==> src/rtl/rtc_pkg.sv <==
package rtc_pkg;
  localparam int unsigned NSTG     = 5;
  localparam int unsigned HOLD_BIT = 4;
  localparam int unsigned EV_TICK  = 0;
  localparam int unsigned EV_SEC   = 1;
  localparam int unsigned EV_MIN   = 2;

  localparam logic [7:0] ADDR_CTRL = 8'hB0;
  localparam logic [7:0] ADDR_ACK  = 8'hB4;
  localparam logic [7:0] ADDR_TMR  = 8'hB5;
  localparam logic [7:0] ADDR_CNT  = 8'hD0;

  // per-stage read masks, index 0 = base counter
  localparam logic [NSTG-1:0][7:0] CNT_RD_MASK = {8'h1F, 8'hFF, 8'hFF, 8'h3F, 8'hFF};
endpackage

==> src/rtl/rtc_stage.sv <==
module rtc_stage #(
  parameter int unsigned MOD = 10,
  parameter int unsigned W   = 8
) (
  input  logic         clk_i,
  input  logic         rst_ni,
  input  logic         clr_i,
  input  logic         inc_i,
  output logic [W-1:0] cnt_o
);
  localparam logic [W-1:0] LAST = W'(MOD - 1);

  always_ff @(posedge clk_i or negedge rst_ni) begin
    if (!rst_ni)    cnt_o <= '0;
    else if (clr_i) cnt_o <= '0;
    else if (inc_i) cnt_o <= (cnt_o == LAST) ? '0 : cnt_o + 1'b1;
  end
endmodule

==> src/rtl/rtc_chain.sv <==
module rtc_chain
  import rtc_pkg::*;
#(
  parameter int unsigned BASE_MOD = 200,
  parameter int unsigned TICK_DIV = 10,
  parameter int unsigned SEC_MOD  = 60,
  parameter int unsigned MIN_MOD  = 256,
  parameter int unsigned MID_MOD  = 256,
  parameter int unsigned TOP_MOD  = 32
) (
  input  logic                 clk_i,
  input  logic                 rst_ni,
  input  logic                 clr_i,
  input  logic                 adv_i,
  output logic [NSTG-1:0][7:0] cnt_o,
  output logic [2:0]           ev_o
);
  localparam int unsigned MOD_TAB [NSTG] = '{BASE_MOD, SEC_MOD, MIN_MOD, MID_MOD, TOP_MOD};
  localparam logic [7:0]  DIV_LAST = 8'(TICK_DIV - 1);

  logic [NSTG-1:0] inc_w;
  logic [NSTG-2:0] carry_w;
  logic [7:0]      div_cnt;
  logic            div_carry;

  assign inc_w[0] = adv_i & ~clr_i;

  for (genvar i = 0; i < NSTG; i++) begin : g_stg
    if (i > 0) begin : g_link
      assign inc_w[i] = carry_w[i-1];
    end
    if (i < NSTG - 1) begin : g_carry
      assign carry_w[i] = inc_w[i] && (cnt_o[i] == 8'(MOD_TAB[i] - 1));
    end
    rtc_stage #(.MOD(MOD_TAB[i]), .W(8)) u_stage (
      .clk_i (clk_i),
      .rst_ni(rst_ni),
      .clr_i (clr_i),
      .inc_i (inc_w[i]),
      .cnt_o (cnt_o[i])
    );
  end

  // tick divider runs in lockstep with the base counter (BASE_MOD % TICK_DIV == 0)
  rtc_stage #(.MOD(TICK_DIV), .W(8)) u_div (
    .clk_i (clk_i),
    .rst_ni(rst_ni),
    .clr_i (clr_i),
    .inc_i (inc_w[0]),
    .cnt_o (div_cnt)
  );
  assign div_carry = inc_w[0] && (div_cnt == DIV_LAST);

  always_comb begin
    ev_o          = '0;
    ev_o[EV_TICK] = div_carry;
    ev_o[EV_SEC]  = carry_w[0];
    ev_o[EV_MIN]  = carry_w[1];
  end
endmodule

==> src/rtl/rtc_evt.sv <==
module rtc_evt (
  input  logic       clk_i,
  input  logic       rst_ni,
  input  logic [2:0] ev_i,
  input  logic       ack_we_i,
  input  logic       msk_we_i,
  input  logic       stat_rd_i,
  input  logic [2:0] wdata_i,
  input  logic       irq_en_i,
  output logic [2:0] stat_o,
  output logic [2:0] msk_o,
  output logic       pend_o
);
  logic [2:0] clr_m;

  assign clr_m = (ack_we_i ? wdata_i : 3'b000) | (stat_rd_i ? 3'b111 : 3'b000);

  always_ff @(posedge clk_i or negedge rst_ni) begin
    if (!rst_ni) begin
      stat_o <= '0;
      msk_o  <= '0;
    end else begin
      stat_o <= (stat_o & ~clr_m) | ev_i;  // event beats clear
      if (msk_we_i) msk_o <= wdata_i;
    end
  end

  assign pend_o = irq_en_i & |(stat_o & msk_o);
endmodule

==> src/rtl/rtc_tick_timer.sv <==
module rtc_tick_timer
  import rtc_pkg::*;
#(
  parameter int unsigned BASE_MOD = 200,
  parameter int unsigned TICK_DIV = 10,
  parameter int unsigned SEC_MOD  = 60,
  parameter int unsigned MIN_MOD  = 256,
  parameter int unsigned MID_MOD  = 256,
  parameter int unsigned TOP_MOD  = 32
) (
  input  logic       clk_i,
  input  logic       rst_ni,
  input  logic       strobe_i,
  input  logic       irq_en_i,
  input  logic [7:0] io_addr_i,
  input  logic [7:0] io_wdata_i,
  input  logic       io_wr_i,
  input  logic       io_rd_i,
  output logic [7:0] io_rdata_o,
  output logic       pend_o
);
  logic                 hold_q;
  logic                 ctrl_we, clr_cnt, adv;
  logic [NSTG-1:0][7:0] cnt_w;
  logic [2:0]           ev_w, stat_q, msk_q;
  logic                 unused_wdata;

  assign ctrl_we      = io_wr_i && (io_addr_i == ADDR_CTRL);
  assign clr_cnt      = ctrl_we && io_wdata_i[HOLD_BIT];
  assign adv          = strobe_i && !hold_q;
  assign unused_wdata = ^{io_wdata_i[7:5], io_wdata_i[3]};

  always_ff @(posedge clk_i or negedge rst_ni) begin
    if (!rst_ni)      hold_q <= 1'b0;
    else if (ctrl_we) hold_q <= io_wdata_i[HOLD_BIT];
  end

  rtc_chain #(
    .BASE_MOD(BASE_MOD), .TICK_DIV(TICK_DIV), .SEC_MOD(SEC_MOD),
    .MIN_MOD(MIN_MOD), .MID_MOD(MID_MOD), .TOP_MOD(TOP_MOD)
  ) u_chain (
    .clk_i (clk_i),
    .rst_ni(rst_ni),
    .clr_i (clr_cnt),
    .adv_i (adv),
    .cnt_o (cnt_w),
    .ev_o  (ev_w)
  );

  rtc_evt u_evt (
    .clk_i    (clk_i),
    .rst_ni   (rst_ni),
    .ev_i     (ev_w),
    .ack_we_i (io_wr_i && (io_addr_i == ADDR_ACK)),
    .msk_we_i (io_wr_i && (io_addr_i == ADDR_TMR)),
    .stat_rd_i(io_rd_i && (io_addr_i == ADDR_TMR)),
    .wdata_i  (io_wdata_i[2:0]),
    .irq_en_i (irq_en_i),
    .stat_o   (stat_q),
    .msk_o    (msk_q),
    .pend_o   (pend_o)
  );

  always_comb begin
    io_rdata_o = 8'hFF;
    if (io_addr_i == ADDR_TMR) io_rdata_o = {5'b0, stat_q};
    for (int i = 0; i < NSTG; i++) begin
      if (io_addr_i == ADDR_CNT + 8'(i)) io_rdata_o = cnt_w[i] & CNT_RD_MASK[i];
    end
  end
endmodule

==> config.mk <==
export PLATFORM = sky130hd
export DESIGN_NAME = rtc_tick_timer
export DESIGN_NICKNAME = d
export VERILOG_FILES = /design/src/rtl/rtc_pkg.sv /design/src/rtl/rtc_stage.sv /design/src/rtl/rtc_chain.sv /design/src/rtl/rtc_evt.sv /design/src/rtl/rtc_tick_timer.sv
export SDC_FILE = /design/constraint.sdc
export NUM_CORES = 1
export LEC_CHECK = 0
export BUFFER_PORTS_ARGS = -buffer_cell sky130_fd_sc_hd__buf_4
export CAP_MARGIN = 20
export CORE_UTILIZATION = 58
export DETAILED_ROUTE_END_ITERATION = 10
export MAX_ROUTING_LAYER = met4
export PLACE_DENSITY = 0.85
export SLEW_MARGIN = 20
export SYNTH_ARGS = -nofsm -noshare
export SYNTH_HDL_FRONTEND = slang
export SYNTH_SLANG_ARGS = --single-unit
export TNS_END_PERCENT = 1
==> constraint.sdc <==
create_clock -name clk_i -period 5.2 [get_ports clk_i]
set_input_delay 0.26 -clock clk_i [delete_from_list [all_inputs] [get_ports clk_i]]
set_output_delay 0.26 -clock clk_i [all_outputs]
set_load 0.02 [all_outputs]
==> reports/summary.md, run 1 <==
For the via count of the first global-routing pass, the log shows 2937. The clock reaches the later pin of the worst-skew pair after 310 ps. Averaged over all synthesized cells, the footprint is 8.938 µm². The most common cell in the synthesized netlist is sky130_fd_sc_hd__dfrtp_1. The relative contribution of the clock network to total power was 31.6%; the share of the clock period used by the worst path after layout was 49.67%.

In this run the horizontal extent of the chip is 78.93 µm. Final sum of negative setup slack: 0 ps. Fill cells in the final layout number 450.

Setup violations remaining at the end of the flow were counted as 0. Power spread over the standard cell area amounts to 252.7 nW/µm². The worst setup path is launched from a flip-flop. The global-route total usage across every layer was 29.16%; the post-synth net total was 413. After synthesis, the most frequently instantiated cells are sky130_fd_sc_hd__dfrtp_1, sky130_fd_sc_hd__nand2_1, sky130_fd_sc_hd__nor2_1. The tools report the total via count after detailed routing as 3127.

Cells fill 67.05% of the core in the end. Instance count of the mapped netlist: 384. Cell internal power was estimated by the tool at 0.0006855 W. The floorplan has 27 rows. The tools report the final-report hold violation count as 33.

Once detail routing completed, the nets flagged for antenna violations numbered 0. In this run the register-to-register setup slack is 2620 ps. The smallest clock period supported by the final layout is computed as 2583 ps. Worst hold slack across all endpoints: -22.85 ps.

The wire length of the first global-routing pass was 13.82 mm; the count of max-cap constraint violations was 0. The kind of path behind the tightest hold check was input pin to asynchronous set/reset pin. Count of buffers added by post-CTS timing repair for setup: 0. The family of cells with the greatest summed delay on the critical path was simple AND/OR/NAND/NOR gates. The flip-flop cell with the highest count after synthesis is sky130_fd_sc_hd__dfrtp_1. The number of flops mapped to enable cells by yosys was 0; the share of post-route cells with drive strength above 1 was 13.43%.

Cell taking the most area after synthesis: sky130_fd_sc_hd__dfrtp_1. Summed over all layers, the routed wires come to 8.377 mm. VDD sags by at most 0.1362 mV.

TritonCTS built the clock tree. The checks that failed: negative hold slack. The congestion estimate from routability-driven global placement came to 0.9393.

Of all flip-flops after synthesis, the portion carrying an async set or reset was 100.0%. In this run the worst path has a maximum fanout of 10. For this run the aggregate overflow at the end of global routing stands at 0. Number of different library cells in the post-synthesis netlist: 60. The quantity of I/O buffers inserted on ports is 26, and the fraction of power spent switching nets is 27.84%. Sequential cells account for 54.3% of the total power. The sequential cell area came out at 1376 µm². Setup repair after global routing left no endpoint under its margin. Number of buffers between clock root and the deepest sink: 2. The run finished, with violations left.

The number of sinks driven by the clock tree was 55; the number of buffers inserted by hold repair at cts was 0. The root buffer cell was sky130_fd_sc_hd__clkbuf_8. At the worst endpoint, the required time is 5440 ps. The logs give 387.2 MHz for the maximum frequency from static timing analysis and 5 for the number of iterations in the first detailed-routing pass.

The number of buffers and inverters on the critical path is 0. Sorting the synthesized cells by area gives the leading types as sky130_fd_sc_hd__dfrtp_1, sky130_fd_sc_hd__nand2_1, sky130_fd_sc_hd__nor2_1. TritonCTS created 5 clock buffers. The share of total power dissipated in combinational logic is 14.0%. The number of design-rule violations left by the first detailed-router iteration was 317; the depth of the CTS H-tree was 2. The die covers 6229 µm². The analysis attributes to net switching a power of 0.0002645 W. The growth of design area from synthesis to finish was 9.552%. Walking the worst path, the cells encountered are ha_1, nand4_1, nor4_4, nand4_1, or3b_1, a31oi_1. The number of register bits inferred by synthesis is 55. In this run the worst setup path begins at u_chain.g_stg[1].u_stage.cnt_o[0]. The effective utilization at floorplan is 61.20%.

STA classifies the critical path endpoint as a flip-flop. Entering global routing, the biggest net connects 56 pins. The finished layout holds 474 standard cells, fillers aside. In this run, post-CTS repair resized a total of 0 instances. Data arrives at the worst endpoint at 2820 ps. The area share of the largest cell type after synthesis is 40.10%, and the placed cell count is 466. The cell type with the highest occurrence count on the critical path is sky130_fd_sc_hd__nand4_1.

The repair_antennas step left the layout with diodes totalling 0. The worst clock skew on the final layout came out at 7.701 ps. In the routed layout, each cell is associated on average with a via count of 6.597. The critical register-to-register path startpoint was u_chain.g_stg[1].u_stage.cnt_o[0]. For this run, the register share of the synthesized area comes to 40.10%. The multi-input combinational cells in the finished layout cover a total of 1947 µm². The core region area was 5608 µm². After clock tree synthesis, the clock-pin slew on the worst setup and hold paths is 100 ps. In the routed design, unresolved DRC markers number 0. The die is 78.93 µm tall. Among all stages on the critical path, the largest delay is contributed by sky130_fd_sc_hd__nor4_4. After detailed routing, the average wire length per cell comes to 17.67 µm. The Yosys step of the flow raised 0 warnings. The setup path with the least slack is of type flip-flop to flip-flop. The cell area after synthesis came out at 3432 µm². The transition time at the pin with the least slew margin was 716.6 ps; the maximum cell stage delay along the critical path was 660 ps.

For the relative slew slack, the log shows 52.05%. The total I/O pin count was 31; the max-slew violation count was 0. The post-layout net count was 430. Detailed placement finished with a half-perimeter wire length of 6.065 mm. The analysis attributes to cell leakage a power of 1.649 nW. The number of antenna violations at the first check in global routing came out at 0.
[registers in the layout (all words and copies together), names as in the netlist]
name / count
u_chain.u_div.cnt_o: 8
u_evt.stat_o: 3
u_chain.g_stg.u_stage.cnt_o: 40
u_evt.msk_o: 3
hold_q: 1
[path summary, 6_finish.rpt]
kind | to | cells after the start
min | u_chain.u_div.cnt_o[6] | 1
max in group asynchronous | u_chain.g_stg[1].u_stage.cnt_o[4] | 1
max reg2reg | u_chain.g_stg[3].u_stage.cnt_o[7] | 6
min reg2reg | hold_q | 2
min in group clk_i | u_evt.msk_o[1] | 2
max | u_chain.g_stg[3].u_stage.cnt_o[7] | 6
[power by group through the flow]
stage / Combinational, W / Clock [W] / Sequential, W
2_1_floorplan: 0.0000998 / 0 / 0.000505
3_3_place_gp: 0.000127 / 0 / 0.000521
3_5_place_dp: 0.000133 / 0 / 0.000524
4_1_cts: 0.000134 / 0.000302 / 0.000515
5_1_grt: 0.000153 / 0.000318 / 0.000522
6_report: 0.000133 / 0.000301 / 0.000516
[cells in the final DEF (no fill, tap or decap), drive strengths merged, types with 4 or more instances in the layout]
cell	count
nand4	17
buf	28
inv	5
mux2	5
nand2	39
a31oi	4
nor4b	4
nor3b	6
nand2b	6
dfrtp	55
xor2	15
and4	5
o21ai	22
nor3	10
nand3	26
nor2b	6
nor4	7
a21oi	16
nor2	37
a21o	4
clkbuf	6
ha	7
mux2i	4
or3	6
a311oi	4
o22ai	4
and3	11
[cells by family after synthesis]
group,after synthesis,synth area share (%)
muxes,10,3.463
DFF,55,40.10
buffers and inverters,23,3.172
and+or+nand+nor,198,32.37
adders and majority gates,7,2.552
xor gates and xnor gates,18,4.594
AOI/OAI and AO/OA,73,13.74
[per-stage QoR]
stage	area (µm²)	power, W	setup WS, ps
floorplan	3432	0.0006047	3065
global placement	3642	0.0006473	2791
detailed placement	3642	0.0006566	2716
CTS	3760	0.0009509	2710
global route	3760	0.0009918	2447
finish	3760	0.0009500	2617
[per-layer routing]
metal	share of wire [%]	up-vias	track usage, %	wire [µm]
met4	2.0	0	10.00	170
met2	47	145	47.04	3968
met1	44	1495	37.74	3660
met5	0	-	-	0
li1	-	1465	-	-
met3	6.9	22	4.368	579
[layout make-up]
type                            instances  share of cell area (%)
Inverter                                5                  0.4992
Multi-Input combinational cell        306                   51.78
Sequential cell                        55                   36.61
Clock buffer                            6                   2.196
Timing Repair Buffer                   28                   5.591
Tap cell                               72                   2.396
Clock inverter                          2                  0.9318
Note: power is estimated with default switching activity, not from simulation.
==> run 2, diff against run 1 <==
--- a/config.mk
+++ b/config.mk
@@ -5,6 +5,7 @@
 export SDC_FILE = /design/constraint.sdc
 export NUM_CORES = 1
 export LEC_CHECK = 0
+export ABC_AREA = 1
 export BUFFER_PORTS_ARGS = -buffer_cell sky130_fd_sc_hd__buf_4
 export CAP_MARGIN = 20
 export CORE_UTILIZATION = 58
==> constraint.sdc (replaced) <==
create_clock -name clk_i -period 2.65 [get_ports clk_i]
set_input_delay 0.1325 -clock clk_i [delete_from_list [all_inputs] [get_ports clk_i]]
set_output_delay 0.1325 -clock clk_i [all_outputs]
set_load 0.02 [all_outputs]
==> run 2 against run 1 <==
  * The run now ends clean
  * Worst hold slack improved by 120 ps
  * Wire length rose by 2.1%
  * Via count up 7.7%
  * Sequential power rose by 110%
  * Global-route usage barely moved
  * Core utilization up 0.18 points
  * Die area is 4.8% higher
  * Clock power increased by 120%
  * Highest routed layer unchanged
==> reports/summary.md, run 2 <==
The maximum cell stage delay along the critical path was 430 ps (was 660 ps); the post-synth net total was 526 (was 413). The average via count per standard cell is 5.587 (was 6.597). Width of the die: 80.78 µm (was 78.93 µm). The worst hold path begins at io_wdata_i[1]. The area share of the largest cell type after synthesis was 38.23% (was 40.10%). The post-layout instance count excluding filler cells came out at 603 (was 474). The most used standard cell by instance count after synthesis is sky130_fd_sc_hd__nand2_1 (was sky130_fd_sc_hd__dfrtp_1).

Number of flip-flops in the largest register: 40 (unchanged). The peak ir drop on the vdd network was 0.3170 mV (was 0.1362 mV). The number of buffers between clock root and the deepest sink is 2 (unchanged), and the maximum fanout encountered on the critical timing path is 17 (was 10). The wire length of the first global-routing pass came out at 14.25 mm (was 13.82 mm).

The tools report the critical path launch point type as a flip-flop (unchanged). Root buffer cell: sky130_fd_sc_hd__clkbuf_8 (unchanged). The shortest period the worst path allows is 2153 ps (was 2583 ps). For the placed cell count, the log shows 594 (was 466).

Setup repair after global routing left no endpoint under its margin. Register bank with the most flops: u_chain.g_stg.u_stage.cnt_o (unchanged). Fraction of registers with async set or reset after synthesis: 100.0% (unchanged). For the number of different library cells in the post-synthesis netlist, the log shows 35 (was 60). The critical register-to-register path startpoint is u_chain.g_stg[0].u_stage.cnt_o[0] (was u_chain.g_stg[1].u_stage.cnt_o[0]). The tools report the depth of the CTS H-tree as 2 (unchanged).

Kind of path behind the tightest hold check: input pin to flip-flop (was input pin to asynchronous set/reset pin). Slowest library cell on the worst path: sky130_fd_sc_hd__dfrtp_1 (was sky130_fd_sc_hd__nor4_4). The path with the worst hold slack has its endpoint at u_evt.msk_o[1]. The run gives 496.7 ps (was 2617 ps) as the minimum setup slack in the final design.

The logs give 0 (unchanged) for the count of max-cap constraint violations and 0 (unchanged) for the antenna violation net count after detailed routing. The logs give 6525 µm² (was 6229 µm²) for the area of the die and 3217 (was 2937) for the via count of the first global-routing pass. The commonest non-fill, non-tap cell in the layout is sky130_fd_sc_hd__nand2_1 (was sky130_fd_sc_hd__dfrtp_1).

The overall routed net length is 8.552 mm (was 8.377 mm). The sequential fraction of the synthesis area is 38.23% (was 40.10%). The average detailed-routed wire length per instance is 14.18 µm (was 17.67 µm). Share of post-route cells with drive strength above 1: 12.88% (was 13.43%). TritonCTS built the clock tree. The tools report the number of design-rule violations left by the first detailed-router iteration as 288 (was 317). The family of cells with the greatest summed delay on the critical path was simple AND/OR/NAND/NOR gates (unchanged).

The total I/O pin count is 31 (unchanged). The required time of the critical path came out at 2910 ps (was 5440 ps). The tools report the Yosys warning count as 0 (unchanged). The tools report the worst hold slack across all endpoints as 98.64 ps (was -22.85 ps).

The growth of design area from synthesis to finish is 11.23% (was 9.552%). For the largest net degree at the start of global routing, the log shows 56 (unchanged). Leading cell types by count after synthesis: sky130_fd_sc_hd__nand2_1, sky130_fd_sc_hd__inv_1, sky130_fd_sc_hd__dfrtp_1 (was sky130_fd_sc_hd__dfrtp_1, sky130_fd_sc_hd__nand2_1, sky130_fd_sc_hd__nor2_1). The flow ran to the end, and the final reports show no timing, DRC or antenna violations. The run gives 7 (was 5) as the number of iterations in the first detailed-routing pass. The quantity of I/O buffers inserted on ports was 26 (unchanged). The slack of the worst reg-to-reg path came out at 500 ps (was 2620 ps). The tools report the met1 track utilization from global routing as 35.99% (was 37.74%). The capturing element type of the critical path was a flip-flop (unchanged). The vertical extent of the die is 80.78 µm (was 78.93 µm), and the transition time at the pin with the least slew margin is 697.3 ps (was 716.6 ps).

The maximum frequency from static timing analysis is 464.4 MHz (was 387.2 MHz). The run gives 497 (was 384) as the instance count of the mapped netlist. Largest registers: u_chain.g_stg.u_stage.cnt_o: 40 flops, u_chain.u_div.cnt_o: 8 flops (unchanged). Max-slew violation count: 0 (unchanged).

The clock latency at the later pin of the worst-skew pair is 310 ps (about the same). The logs give 556 (was 430) for the post-layout net count and 0 (unchanged) for the count of buffers added by post-CTS timing repair for setup. For the final global-route overflow total, the log shows 0 (unchanged). The number of register bits inferred by synthesis works out to 55 (unchanged).

For the data arrival time at the worst-slack endpoint, the log shows 2410 ps (was 2820 ps). The core region area is 5956 µm² (was 5608 µm²). Final standard cell utilization of the core: 67.23% (was 67.05%). The total leakage power came out at 2.010 nW (was 1.649 nW). The run gives 29.16% (about the same) as the global-route total usage across every layer. The global-route layer with the greatest usage was met2 (unchanged). The pre-CTS setup slack is 572.7 ps (was 2716 ps). The half-perimeter wire length of the detailed placement result came out at 6.228 mm (was 6.065 mm). Final setup violation count: 0 (unchanged).

The number of sinks driven by the clock tree came out at 55 (unchanged). The total power divided by cell area is 527.4 nW/µm² (was 252.7 nW/µm²). Cell types with the largest area share after synthesis: sky130_fd_sc_hd__dfrtp_1, sky130_fd_sc_hd__nand2_1, sky130_fd_sc_hd__inv_1 (was sky130_fd_sc_hd__dfrtp_1, sky130_fd_sc_hd__nand2_1, sky130_fd_sc_hd__nor2_1). The effective utilization at floorplan is 60.44% (was 61.20%), and the worst reg2reg path depth is 9 (was 6). For the number of CTS-inserted buffers, the log shows 5 (unchanged).

Number of antenna violations at the first check in global routing: 0 (unchanged). The category of the most critical setup path was flip-flop to flip-flop (unchanged). The met2 layer usage reported by global route came out at 47.80% (was 47.04%). Cell type with the highest occurrence count on the critical path: sky130_fd_sc_hd__nand2_1 (was sky130_fd_sc_hd__nand4_1).

The total buffers and inverters traversed by the critical path came out at 0 (unchanged). The run gives 0.9499 (was 0.9393) as the global placer's final weighted congestion. The cell taking the most area after synthesis is sky130_fd_sc_hd__dfrtp_1 (unchanged). The number of flops mapped to enable cells by yosys is 0 (unchanged). The flip-flop cell with the highest count after synthesis is sky130_fd_sc_hd__dfrtp_1 (unchanged).

The run gives 0 (unchanged) as the remaining routing DRC violations. The tools report the capture instance of the worst register-to-register path as u_chain.g_stg[4].u_stage.cnt_o[1] (was u_chain.g_stg[3].u_stage.cnt_o[7]). Sequence of cells on the critical path: ha_1, nand2_1, nor3_2, nand2_1, o21ai_4, nand3_4, nor2_4, nand2_1, nand2_1 (was ha_1, nand4_1, nor4_4, nand4_1, or3b_1, a31oi_1). For the met3 usage, the log shows 4.607% (was 4.368%). The worst clock skew on the final layout came out at 8.152 ps (was 7.701 ps). The worst hold path was traced through 3 stages. Final sum of negative setup slack: 0 ps (unchanged).

The run gives 3600 µm² (was 3432 µm²) as the cell area after synthesis. The average cell area after synthesis is 7.243 µm² (was 8.938 µm²), and the final-report hold violation count is 0 (was 33). Number of cell rows: 28 (was 27). Most used cells in the layout excluding fill and tap cells: sky130_fd_sc_hd__nand2_1, sky130_fd_sc_hd__inv_1, sky130_fd_sc_hd__dfrtp_1 (was sky130_fd_sc_hd__dfrtp_1, sky130_fd_sc_hd__nand2_1, sky130_fd_sc_hd__nor2_1). The relative slew slack was 53.51% (was 52.05%); the clock transition at the registers of the reported paths was 100 ps (about the same). The share of the clock period used by the worst path after layout was 81.26% (was 49.67%); the count of antenna diodes in the layout was 0 (unchanged). The run gives 3369 (was 3127) as the total via count after detailed routing.
run 2: cell type report:
cell class | count | area, µm²
Tap cell | 75 | 93.84
Sequential cell | 55 | 1376
Clock inverter | 3 | 67.56
Fill cell | 507 | 1952
Multi-Input combinational cell | 348 | 1847
Inverter | 88 | 330.3
Clock buffer | 5 | 68.82
Timing Repair Buffer | 29 | 220.2
run 2: stage by stage:
step	area, µm²	power [W]
after floorplan	3600	0.001320
final	4004	0.002112
after global placement	3857	0.001421
after global routing	4004	0.002222
after CTS	4004	0.002113
after detailed placement	3857	0.001449
run 2: layer usage:
metal	up-vias	share of wire, %
met5	-	0
met4	0	2.4
met3	23	4.8
met2	113	48
met1	1575	44
li1	1658	-
run 2: cell families (layout without fill, tap and decap cells):
group	Yosys count	in the layout	share of synthesized area [%]
flops	55	55	38.23
buf+inv	94	125	10.46
fa+ha+maj	7	7	2.433
xor+xnor	21	21	5.110
compound gates	72	72	11.82
simple gates	248	248	31.94
run 2: power by group:
group / switching (W) / total [W] / internal (W)
combinational: 0.000208 / 0.000364 / 0.000156
sequential: 0.000132 / 0.00108 / 0.000948
clock: 0.000291 / 0.000668 / 0.000377
total: 0.000631 / 0.00211 / 0.00148
run 2: tightest hold or removal path, cell delays in order:
cell and delay, ps:
sky130_fd_sc_hd__buf_4 100, sky130_fd_sc_hd__inv_1 50, sky130_fd_sc_hd__o21ai_0 80
run 2: worst max-delay path by stage:
| stage | start | cells past startpoint | slack, ps | to |
|---|---|---|---|---|
| floorplan | u_chain.g_stg[1].u_stage.cnt_o[0] | 9 | 990 | u_chain.g_stg[3].u_stage.cnt_o[5] |
| global placement | u_chain.g_stg[0].u_stage.cnt_o[0] | 9 | 660 | u_chain.g_stg[4].u_stage.cnt_o[5] |
| detailed placement | u_chain.g_stg[0].u_stage.cnt_o[0] | 9 | 570 | u_chain.g_stg[4].u_stage.cnt_o[4] |
| CTS | u_chain.g_stg[0].u_stage.cnt_o[0] | 9 | 530 | u_chain.g_stg[4].u_stage.cnt_o[4] |
| global route | u_chain.g_stg[0].u_stage.cnt_o[0] | 9 | 290 | u_chain.g_stg[4].u_stage.cnt_o[2] |
| finish | u_chain.g_stg[0].u_stage.cnt_o[0] | 9 | 500 | u_chain.g_stg[4].u_stage.cnt_o[1] |
run 2: repair_timing:
item                      in CTS  in global routing
resized for setup              0                  0
hold endpoints to repair      55                  0
hold buffers                   1                  0
==> run 3, diff against run 2 <==
==> constraint.sdc (replaced) <==
create_clock -name clk_i -period 2 [get_ports clk_i]
set_input_delay 0.1 -clock clk_i [delete_from_list [all_inputs] [get_ports clk_i]]
set_output_delay 0.1 -clock clk_i [all_outputs]
set_load 0.02 [all_outputs]
==> run 3 against run 2 <==
  * Non-clock buffer count rose by 6
  * Total power rose by 21%
  * Fmax rose by 15%
  * Wire length rose by 2.5%
  * First-iteration DRC count fell by 11%
  * Largest power group unchanged
  * Critical path depth did not move
  * Final area rose by 0.56%
  * Register-to-register slack got worse by 370 ps
  * Worst hold slack got worse by 19 ps
  * Count of clock-buffer cells in the layout did not move
  * Via count rose by 2.6%
  * Combinational power rose by 33%
==> reports/summary.md, run 3 (synthesis gave the netlist of run 2 again) <==
The run gives 60.44% (unchanged) as the effective utilization at floorplan. The transition time at the pin with the least slew margin was 690.7 ps (was 697.3 ps); the average via count per standard cell was 5.675 (was 5.587). The run gives 0.0008442 W (was 0.0006309 W) as the reported net switching power.

For the worst hold slack across all endpoints, the log shows 79.54 ps (was 98.64 ps). Category of the most critical setup path: flip-flop to flip-flop (unchanged). The capturing element type of the critical path is a flip-flop (unchanged). The slowest library cell on the worst path is sky130_fd_sc_hd__dfrtp_1 (unchanged).

The commonest non-fill, non-tap cell in the layout is sky130_fd_sc_hd__nand2_1 (unchanged). The global-route total usage across every layer is 30.64% (was 29.16%), and the placed instance area is 3902 µm² (was 3857 µm²). The count of max-cap constraint violations was 0 (unchanged). The flow ran to the end, and the final reports show no timing, DRC or antenna violations.

The growth of design area from synthesis to finish was 11.85% (was 11.23%). The maximum fanout encountered on the critical timing path is 16 (was 17), and the half-perimeter wire length of the detailed placement result is 6.537 mm (was 6.228 mm). The worst clock skew on the final layout is 11.38 ps (was 8.152 ps).

The critical path launch point type is a flip-flop (unchanged). Root buffer cell: sky130_fd_sc_hd__clkbuf_8 (unchanged). The number of design-rule violations left by the first detailed-router iteration was 256 (was 288); the relative contribution of the clock network to total power was 25.0% (was 31.6%). The wire length of the first global-routing pass was 15.01 mm (was 14.25 mm). The max-slew violation count is 0 (unchanged), and the final-report hold violation count is 0 (unchanged). The global placer's final weighted congestion is 0.9374 (was 0.9499). The total power divided by cell area is 634.1 nW/µm² (was 527.4 nW/µm²), and the number of cell rows is 28 (unchanged).

For the post-layout instance count excluding filler cells, the log shows 609 (was 603). The count of buffers added by post-CTS timing repair for setup is 0 (unchanged), and the number of iterations in the first detailed-routing pass is 5 (was 7). The overall routed net length is 8.764 mm (was 8.552 mm).

The sequential cell area was 1376 µm² (unchanged). The total I/O pin count is 31 (unchanged). Sequence of cells on the critical path: ha_1, nand2_1, nor3_2, nand2_1, o21ai_4, nand3_4, buf_4, nand2_1, o21ai_1 (was ha_1, nand2_1, nor3_2, nand2_1, o21ai_4, nand3_4, nor2_4, nand2_1, nand2_1).

The logs give 0 (unchanged) for the final setup violation count and 2070 ps (was 2410 ps) for the data arrival time at the worst-slack endpoint. Setup repair after global routing could not meet its margin everywhere. The number of CTS-inserted buffers was 5 (unchanged); the total leakage power was 2.013 nW (was 2.010 nW). The maximum cell stage delay along the critical path came out at 440 ps (was 430 ps). Largest registers: u_chain.g_stg.u_stage.cnt_o: 40 flops, u_chain.u_div.cnt_o: 8 flops (unchanged).

The logs give 0 (unchanged) for the remaining routing DRC violations and 53.95% (was 53.51%) for the relative slew slack. The tools report the depth of the CTS H-tree as 2 (unchanged). The share of post-route cells with drive strength above 1 was 14.61% (was 12.88%).

The sequential share of power came out at 56.1% (was 51.1%). The maximum frequency from static timing analysis came out at 533.9 MHz (was 464.4 MHz). The cell type with the highest occurrence count on the critical path is sky130_fd_sc_hd__nand2_1 (unchanged).

The area of the die came out at 6525 µm² (unchanged). The largest net degree at the start of global routing was 56 (unchanged). Share of the clock period used by the worst path after layout: 93.66% (was 81.26%). The run gives 67.61% (was 67.23%) as the final standard cell utilization of the core. The width of the die works out to 80.78 µm (unchanged). Most used cells in the layout excluding fill and tap cells: sky130_fd_sc_hd__nand2_1, sky130_fd_sc_hd__inv_1, sky130_fd_sc_hd__dfrtp_1 (unchanged).

The quantity of I/O buffers inserted on ports is 26 (unchanged), and the vertical extent of the die is 80.78 µm (unchanged). The shortest period the worst path allows was 1873 ps (was 2153 ps); the placed cell count was 600 (was 594). The number of sinks driven by the clock tree is 55 (unchanged), and the average detailed-routed wire length per instance is 14.39 µm (was 14.18 µm). Peak ir drop on the vdd network: 0.4370 mV (was 0.3170 mV). The number of antenna violations at the first check in global routing came out at 0 (unchanged).

The total via count after detailed routing came out at 3456 (was 3369). The fraction of power spent switching nets is 33.07% (was 29.88%). The final global-route overflow total is 0 (unchanged). Kind of path behind the tightest hold check: input pin to flip-flop (unchanged). For the count of antenna diodes in the layout, the log shows 0 (unchanged). The internal power consumption is 0.001709 W (was 0.001481 W). The logs give 4026 µm² (was 4004 µm²) for the final non-filler cell area and 2 (unchanged) for the number of buffers between clock root and the deepest sink. The final sum of negative setup slack was 0 ps (unchanged). The number of flip-flops in the largest register came out at 40 (unchanged). The core region area was 5956 µm² (unchanged). The combinational group share of total power came out at 18.9% (was 17.2%). For the count of filler cells inserted in the layout, the log shows 497 (was 507). The logs give 1869 µm² (was 1847 µm²) for the total area of multi-input combinational cells and 2200 ps (was 2910 ps) for the required time of the critical path. The clock transition at the registers of the reported paths is 110 ps (was 100 ps).

TritonCTS built the clock tree. The register bank with the most flops is u_chain.g_stg.u_stage.cnt_o (unchanged). The tools report the antenna violation net count after detailed routing as 0 (unchanged).

Via count of the first global-routing pass: 3345 (was 3217). The post-layout net count is 562 (was 556). The slack of the worst reg-to-reg path was 130 ps (was 500 ps); the clock latency at the later pin of the worst-skew pair was 320 ps (was 310 ps).
run 3: cell types whose count changed in the layout (fill, tap and decap cells not counted), moves of 2 or more:
cell                        delta
sky130_fd_sc_hd__nand3_2       +2
sky130_fd_sc_hd__buf_4         +6
sky130_fd_sc_hd__nand3_1       -2
sky130_fd_sc_hd__bufinv_16     -2
run 3: critical path, delay by kind of cell (launching register included):
| family | cells | cell delay (ps) |
|---|---|---|
| DFF | 1 | 440 |
| AOI/OAI and AO/OA | 2 | 340 |
| adders and majority gates | 1 | 230 |
| buffers and inverters | 1 | 220 |
| and+or+nand+nor | 5 | 510 |
run 3: path summary, 6_finish.rpt:
path / startpoint / to / depth (start not counted)
worst max register to register: u_chain.g_stg[0].u_stage.cnt_o[0] / u_chain.g_stg[3].u_stage.cnt_o[6] / 9
worst min-delay path: io_wdata_i[1] / u_evt.msk_o[1] / 3
worst max-delay path: u_chain.g_stg[0].u_stage.cnt_o[0] / u_chain.g_stg[3].u_stage.cnt_o[6] / 9
max in group asynchronous: rst_ni / u_chain.g_stg[3].u_stage.cnt_o[6] / 2
min in group asynchronous: rst_ni / u_evt.msk_o[2] / 2
worst min register to register: hold_q / hold_q / 2
run 3: area by class of cell:
class / instances / share of cell area, %
sequential: 55 / 34.18
clock buffer: 5 / 1.709
inverter: 88 / 8.266
timing repair buffer: 35 / 6.588
multi-input combinational: 348 / 46.43
clock inverter: 3 / 0.4972
tap: 75 / 2.331
run 3: routing by layer:
metal  GRT usage, %  share of wire [%]
met2          50.93                 50
met3          5.056                5.1
met5              -                  0
met4          10.18                2.2
met1          38.02                 43
run 3: power groups by stage:
stage          Combinational (W)  Sequential [W]  Clock (W)
2_1_floorplan           0.000344         0.00141          0
3_3_place_gp            0.000446         0.00144          0
3_5_place_dp            0.000477         0.00145          0
4_1_cts                 0.000483         0.00143   0.000648
5_1_grt                 0.000548         0.00146   0.000691
6_report                0.000483         0.00143   0.000637
run 3: timing repair:
action / 4_1_cts / 5_1_grt
gates resized for setup: 0 / 6
setup endpoints to repair: 0 / 19
hold buffers: 1 / 0
endpoints found under the hold margin: 55 / 0
run 3: per-stage QoR:
stage               worst slack, ps  total power (W)
detailed placement            47.60         0.001927
global placement              211.2         0.001886
global route                 -2.529         0.002697
finish                        126.9         0.002553
CTS                           17.78         0.002558
floorplan                     338.8         0.001749
